## src/rtl/linkmode_pkg.sv

```systemverilog
package linkmode_pkg;
  typedef enum logic [2:0] {
    ST_INIT, ST_TX_FLP, ST_ABIL, ST_PD_WIN,
    ST_PD_FAULT, ST_LCHK, ST_LINK_UP, ST_FORCED
  } lm_state_e;

  typedef enum logic [1:0] {
    TXP_OFF  = 2'd0,
    TXP_NLP  = 2'd1,
    TXP_IDLE = 2'd2,
    TXP_FLP  = 2'd3
  } txp_e;

  localparam int MODE_N = 4;
  localparam int MODE_W = $clog2(MODE_N);
endpackage

```

## src/rtl/lm_span_ctr.sv

```systemverilog
module lm_span_ctr #(
  parameter int LIMIT = 16
) (
  input  logic clk,
  input  logic rst_n,
  input  logic clr,
  input  logic inc,
  output logic done
);
  localparam int CW = (LIMIT < 2) ? 1 : $clog2(LIMIT + 1);
  localparam logic [CW-1:0] LAST = CW'(LIMIT - 1);

  logic [CW-1:0] cnt;

  assign done = inc && (cnt == LAST);

  always_ff @(posedge clk or negedge rst_n) begin
    if (!rst_n)      cnt <= '0;
    else if (clr)    cnt <= '0;
    else if (inc)    cnt <= done ? '0 : cnt + 1'b1;
  end
endmodule

```

## src/rtl/lm_mode_pick.sv

```systemverilog
module lm_mode_pick
  import linkmode_pkg::*;
(
  input  logic [MODE_N-1:0] local_ab,
  input  logic [MODE_N-1:0] partner_ab,
  output logic              valid,
  output logic              spd,
  output logic              dup
);
  logic [MODE_N-1:0] common;
  logic [MODE_W-1:0] idx;

  assign common = local_ab & partner_ab;

  // higher index overwrites lower: last hit is the highest-priority mode
  always_comb begin
    valid = 1'b0;
    idx   = '0;
    for (int i = 0; i < MODE_N; i++) begin
      if (common[i]) begin
        valid = 1'b1;
        idx   = MODE_W'(i);
      end
    end
  end

  assign spd = idx[1];
  assign dup = idx[0];
endmodule

```

## src/rtl/lm_fsm.sv

```systemverilog
module lm_fsm
  import linkmode_pkg::*;
#(
  parameter int PD_WINDOW  = 16,
  parameter int ABD_BURSTS = 3,
  parameter int LINK_FAIL  = 64
) (
  input  logic       clk,
  input  logic       rst_n,
  input  logic       soft_reset,
  input  logic       strap_an_en,
  input  logic       strap_speed100,
  input  logic       strap_full_dup,
  input  logic       lpsave_en,
  input  logic       rx_flp,
  input  logic       rx_nlp,
  input  logic       rx_idle100,
  input  logic       link_ok,
  input  logic       pick_valid,
  input  logic       pick_spd,
  input  logic       pick_dup,
  output logic       speed100,
  output logic       full_duplex,
  output logic       an_complete,
  output logic       link_up,
  output logic [1:0] tx_pulse_sel,
  output logic       flag_abd,
  output logic       flag_pdf,
  output logic       flag_lsc
);
  lm_state_e st;
  logic res_spd, res_dup, an_done;
  logic seen_nlp, seen_idle, seen_nlp_n, seen_idle_n;
  logic win_done, burst_done, fail_done;
  logic in_link, fail_clr;
  txp_e txp;

  assign seen_nlp_n  = seen_nlp  | rx_nlp;
  assign seen_idle_n = seen_idle | rx_idle100;
  assign in_link     = (st == ST_LCHK) || (st == ST_LINK_UP);
  assign fail_clr    = link_ok || !in_link;

  lm_span_ctr #(.LIMIT(PD_WINDOW)) u_win (
    .clk(clk), .rst_n(rst_n),
    .clr(st != ST_PD_WIN), .inc(st == ST_PD_WIN),
    .done(win_done)
  );

  lm_span_ctr #(.LIMIT(ABD_BURSTS)) u_burst (
    .clk(clk), .rst_n(rst_n),
    .clr(st != ST_ABIL), .inc((st == ST_ABIL) && rx_flp),
    .done(burst_done)
  );

  lm_span_ctr #(.LIMIT(LINK_FAIL)) u_fail (
    .clk(clk), .rst_n(rst_n),
    .clr(fail_clr), .inc(!fail_clr),
    .done(fail_done)
  );

  always_ff @(posedge clk or negedge rst_n) begin
    if (!rst_n) begin
      st        <= ST_INIT;
      res_spd   <= 1'b0;
      res_dup   <= 1'b0;
      an_done   <= 1'b0;
      seen_nlp  <= 1'b0;
      seen_idle <= 1'b0;
      flag_abd  <= 1'b0;
      flag_pdf  <= 1'b0;
      flag_lsc  <= 1'b0;
    end else if (soft_reset) begin
      st        <= ST_INIT;
      res_spd   <= 1'b0;
      res_dup   <= 1'b0;
      an_done   <= 1'b0;
      seen_nlp  <= 1'b0;
      seen_idle <= 1'b0;
      flag_abd  <= 1'b0;
      flag_pdf  <= 1'b0;
      flag_lsc  <= 1'b0;
    end else begin
      unique case (st)
        ST_INIT: st <= strap_an_en ? ST_TX_FLP : ST_FORCED;
        ST_TX_FLP: begin
          if (rx_flp) begin
            st       <= ST_ABIL;
            flag_abd <= 1'b1;
          end else if (rx_nlp || rx_idle100) begin
            st        <= ST_PD_WIN;
            seen_nlp  <= rx_nlp;
            seen_idle <= rx_idle100;
          end
        end
        ST_ABIL: begin
          if (burst_done) begin
            if (pick_valid) begin
              st       <= ST_LCHK;
              flag_lsc <= 1'b1;
              res_spd  <= pick_spd;
              res_dup  <= pick_dup;
              an_done  <= 1'b1;
            end else begin
              st <= ST_TX_FLP;
            end
          end
        end
        ST_PD_WIN: begin
          seen_nlp  <= seen_nlp_n;
          seen_idle <= seen_idle_n;
          if (win_done) begin
            if (seen_nlp_n && seen_idle_n) begin
              st       <= ST_PD_FAULT;
              flag_pdf <= 1'b1;
            end else begin
              st       <= ST_LCHK;
              flag_lsc <= 1'b1;
              res_spd  <= seen_idle_n;
              res_dup  <= 1'b0;
            end
          end
        end
        ST_PD_FAULT: st <= ST_TX_FLP;
        ST_LCHK, ST_LINK_UP: begin
          if (fail_done) begin
            st      <= ST_TX_FLP;
            res_spd <= 1'b0;
            res_dup <= 1'b0;
            an_done <= 1'b0;
          end else if (st == ST_LCHK && link_ok) begin
            st <= ST_LINK_UP;
          end
        end
        ST_FORCED: st <= ST_FORCED;
        default:   st <= ST_INIT;
      endcase
    end
  end

  assign speed100    = (st == ST_FORCED) ? strap_speed100 : res_spd;
  assign full_duplex = (st == ST_FORCED) ? strap_full_dup : res_dup;
  assign an_complete = an_done;
  assign link_up     = (st == ST_LINK_UP) || ((st == ST_FORCED) && link_ok);

  always_comb begin
    if (lpsave_en && !link_ok) begin
      txp = TXP_OFF;
    end else begin
      unique case (st)
        ST_INIT:                                     txp = TXP_OFF;
        ST_TX_FLP, ST_ABIL, ST_PD_WIN, ST_PD_FAULT:  txp = TXP_FLP;
        default:                                     txp = speed100 ? TXP_IDLE : TXP_NLP;
      endcase
    end
  end

  assign tx_pulse_sel = txp;
endmodule

```

## src/rtl/linkmode_arbiter.sv

```systemverilog
module linkmode_arbiter
  import linkmode_pkg::*;
#(
  parameter int PD_WINDOW  = 16,
  parameter int ABD_BURSTS = 3,
  parameter int LINK_FAIL  = 64
) (
  input  logic              clk,
  input  logic              rst_n,
  input  logic              soft_reset,
  input  logic              strap_an_en,
  input  logic              strap_speed100,
  input  logic              strap_full_dup,
  input  logic              lpsave_en,
  input  logic              rx_flp,
  input  logic              rx_nlp,
  input  logic              rx_idle100,
  input  logic              link_ok,
  input  logic [MODE_N-1:0] local_ability,
  input  logic [MODE_N-1:0] partner_ability,
  output logic              speed100,
  output logic              full_duplex,
  output logic              an_complete,
  output logic              link_up,
  output logic [1:0]        tx_pulse_sel,
  output logic              flag_abd,
  output logic              flag_pdf,
  output logic              flag_lsc
);
  logic pick_valid, pick_spd, pick_dup;

  lm_mode_pick u_pick (
    .local_ab(local_ability), .partner_ab(partner_ability),
    .valid(pick_valid), .spd(pick_spd), .dup(pick_dup)
  );

  lm_fsm #(
    .PD_WINDOW(PD_WINDOW), .ABD_BURSTS(ABD_BURSTS), .LINK_FAIL(LINK_FAIL)
  ) u_fsm (
    .clk(clk), .rst_n(rst_n), .soft_reset(soft_reset),
    .strap_an_en(strap_an_en), .strap_speed100(strap_speed100),
    .strap_full_dup(strap_full_dup), .lpsave_en(lpsave_en),
    .rx_flp(rx_flp), .rx_nlp(rx_nlp), .rx_idle100(rx_idle100),
    .link_ok(link_ok),
    .pick_valid(pick_valid), .pick_spd(pick_spd), .pick_dup(pick_dup),
    .speed100(speed100), .full_duplex(full_duplex),
    .an_complete(an_complete), .link_up(link_up),
    .tx_pulse_sel(tx_pulse_sel),
    .flag_abd(flag_abd), .flag_pdf(flag_pdf), .flag_lsc(flag_lsc)
  );
endmodule

```

## config.mk

```make
export PLATFORM = sky130hd
export DESIGN_NAME = linkmode_arbiter
export DESIGN_NICKNAME = d
export VERILOG_FILES = /design/src/rtl/linkmode_pkg.sv /design/src/rtl/lm_span_ctr.sv /design/src/rtl/lm_mode_pick.sv /design/src/rtl/lm_fsm.sv /design/src/rtl/linkmode_arbiter.sv
export SDC_FILE = /design/constraint.sdc
export NUM_CORES = 1
export LEC_CHECK = 0
export ABC_AREA = 1
export ABC_CLOCK_PERIOD_IN_PS = 2800
export BUFFER_PORTS_ARGS = -buffer_cell sky130_fd_sc_hd__buf_2
export CORE_ASPECT_RATIO = 1.25
export CORE_MARGIN = 2
export CORE_UTILIZATION = 56
export DETAILED_ROUTE_END_ITERATION = 6
export PLACE_DENSITY = 0.79
export SYNTH_ARGS = -nofsm -noshare
export SYNTH_HDL_FRONTEND = slang
export SYNTH_HIERARCHICAL = 1
export SYNTH_SLANG_ARGS = --single-unit
```

## constraint.sdc

```tcl
create_clock -name clk -period 2.8 [get_ports clk]
set_input_delay 0.42 -clock clk [delete_from_list [all_inputs] [get_ports clk]]
set_output_delay 0.42 -clock clk [all_outputs]
set_load 0.03 [all_outputs]
```

==> results.txt <==
Static Leak = 1.06 nW
type of origin of the critical path = register
number of port buffers = 27
FF-to-FF Start = u_fsm/st[1]$_DFFE_PN0P_
most frequent cell after synthesis = nand2_1
drt pass-1 iters = 5
EDFF count, synth = 0
RSZ-0062 raised after global routing = no
Async SR Flop Fraction = 100%
drt wl/cell = 10.9 um
share of layout cells above drive strength 1 = 24.5%
TritonCTS clock tree = built
Area Overhead vs Synth = 9.15%
total CTS buffers = 3
I/O pin total = 28
crit-path max FO = 10
syn nets = 280
drc violations = 0
first-pass GRT wire length = 6080 um
Slew Limit Fails = 0
largest net degree at the start of global routing = 26
initial antenna violation count = 0
Primary FF master, synth = dfrtp_1
maxcap violations = 0
antenna cells = 0
Final HPWL DP = 2860 um
Max Buffers Root-to-Sink = 2
core area = 0.00297 mm2
die width = 54.4 um
reg2reg end = u_fsm/st[0]$_DFFE_PN0P_
Final Skew = 2.40 ps
Yosys reg bits = 25
clock latency on the worst-skew pair = 320 ps
final setup fails = 0
post-synthesis area per instance = 6.86 um2
root buffer selected by CTS = clkbuf_4
post-route ant nets = 0
detailed-route via count = 1,665
Post-Syn Area = 0.00178 mm2
post-synth cell types = 28
post-synth top area cell = dfrtp_1
vias in the first global route = 1,526
Final Wtd Congestion = 0.859
grt ovf = 0
Power Density = 635 mW/mm2
Clock Sinks = 25
top cells by area, synth = dfrtp_1, nand2_1, nor2_1
flop2flop setup slack = 480 ps
Yosys top cell area share = 35.2%
Post-CTS Resized = 0
Detailed Route WL = 3510 um
crit end category = register
Layout Nets = 308
total track usage = 22.7%
drt first-iter violations = 42
Peak Freq = 0.430 GHz
synth cell count leaders = nand2_1, nor2_1, inv_1
cells on worst reg2reg path = 13
Hold Worst Slack = 59.7 ps
Initial Utilization = 59.8%
kind of critical path = register to register
die area = 0.00364 mm2
htree depth = 1
final period utilization = 83.0%
Worst Path Required = 3070 ps
Worst-Margin Slew = 556 ps
Rel. slew slack = 62.9%
Setup TNS = 0 ps
Post-CTS Setup Bufs = 0
cts hold-fix bufs = 0
vias per cell = 5.17
fin crit period = 2320 ps
Yosys Warn Count = 6
post-synthesis sequential area ratio = 35.2%
CTS clock-pin slew for the worst setup and hold paths = 130 ps
Worst VDD drop = 0.508 mV
status = finished clean
floorplan row count = 22
Critical Path AT = 2600 ps
final hold violation count = 0
Mapped Cells = 259
HP Class = primary input to async pin
Die Y = 67.0 um
-- kinds of logic (layout without fill, tap and decap cells) --
kind of cell | Yosys count | after routing | synth area share [%]
buf+inv | 44 | 71 | 11.0
flops | 25 | 25 | 35.2
mux | 1 | 1 | 0.633
simple gates | 163 | 163 | 43.6
compound gates | 24 | 24 | 8.16
fa+ha+maj | 2 | 2 | 1.41
-- worst max-delay path, stage by stage, from the launching register on --
cell	delay, ps
dfrtp_1	620
nand3_2	190
nand2_4	130
inv_2	50
nor2_1	290
and3_2	250
nand2_1	60
nor2_1	160
nor2_1	100
nand3_2	110
inv_2	40
nor2_2	130
nand3_1	80
nand2_1	70
-- flip-flops by register name, indices dropped and copies added (netlist names), 2 cells and up --
signal and flops:
u_fsm/st 3, u_fsm/u_burst/cnt 2, u_fsm/u_fail/cnt 7, u_fsm/u_win/cnt 5
-- stage by stage --
| step | total power, mW | instance area, um2 | instances | util, % | setup slack (ps) |
|---|---|---|---|---|---|
| 4_1_cts | 1.24 | 1940 | 322 | 65.3 | 475 |
| 3_3_place_gp | 1.07 | 1910 | 318 | 64.4 | 623 |
| 5_1_grt | 1.35 | 1940 | 322 | 65.3 | 246 |
| 3_5_place_dp | 1.08 | 1910 | 318 | 64.4 | 514 |
| 6_report | 1.23 | 1940 | 322 | 65.3 | 476 |
| 2_1_floorplan | 0.979 | 1780 | 259 | - | 832 |
-- where the power goes --
part	switching [mW]	total, mW	internal, mW
clock	0.107	0.161	0.0536
sequential	0.0751	0.481	0.406
combinational	0.398	0.590	0.192
-- routing by layer --
metal | global-route usage [%] | part of all wire [%] | routed length, um
met4 | 12.8 | 3.8 | 135
met5 | 0 | 0 | 0
met1 | 26.4 | 44 | 1530
met2 | 38.9 | 49 | 1740
met3 | 2.91 | 3.1 | 109
-- final cells by class --
class / count / area (um2)
well taps: 36 / 45.0
inverters: 40 / 150
clock buffers: 3 / 22.5
fillers: 305 / 1030
flip-flops and latches: 25 / 626
repair buffers: 27 / 135
clock inverters: 1 / 5.00
multi-input cells: 190 / 957
-- placed cells by master, fill, tap and decap left out --
cell type | netlist | layout
nand2_1 | 73 | 73
clkbuf_4 | 0 | 3
and3_2 | 1 | 1
nor2_2 | 7 | 7
o21ai_2 | 1 | 1
nand2_2 | 6 | 6
nand4_1 | 4 | 4
o21ai_0 | 7 | 7
o211a_1 | 1 | 1
buf_2 | 0 | 27
nand3b_1 | 2 | 2
nand3_4 | 1 | 1
inv_1 | 29 | 29
o21bai_2 | 1 | 1
mux2_2 | 1 | 1
o21ai_1 | 2 | 2
nor3_1 | 3 | 3
nor2_4 | 2 | 2
ha_1 | 2 | 2
nand3_2 | 4 | 4
nor2_1 | 34 | 34
o21bai_1 | 1 | 1
nor3b_2 | 1 | 1
inv_2 | 11 | 11
clkinv_2 | 0 | 1
nand3_1 | 23 | 23
a22oi_2 | 1 | 1
nand2_4 | 2 | 2
dfrtp_1 | 25 | 25
a21oi_1 | 10 | 10
-- worst max path at each step --
| stage | cells past startpoint | endpoint | from |
|---|---|---|---|
| floorplan | 16 | u_fsm/res_spd$_DFFE_PN0P_ | u_fsm/st[0]$_DFFE_PN0P_ |
| global placement | 14 | u_fsm/res_spd$_DFFE_PN0P_ | u_fsm/st[1]$_DFFE_PN0P_ |
| detailed placement | 13 | u_fsm/st[0]$_DFFE_PN0P_ | u_fsm/st[1]$_DFFE_PN0P_ |
| CTS | 13 | u_fsm/st[0]$_DFFE_PN0P_ | u_fsm/st[1]$_DFFE_PN0P_ |
| global route | 14 | u_fsm/st[2]$_DFFE_PN0P_ | u_fsm/st[0]$_DFFE_PN0P_ |
| finish | 13 | u_fsm/st[0]$_DFFE_PN0P_ | u_fsm/st[1]$_DFFE_PN0P_ |
No activity file was read; power rests on OpenSTA's default activity.
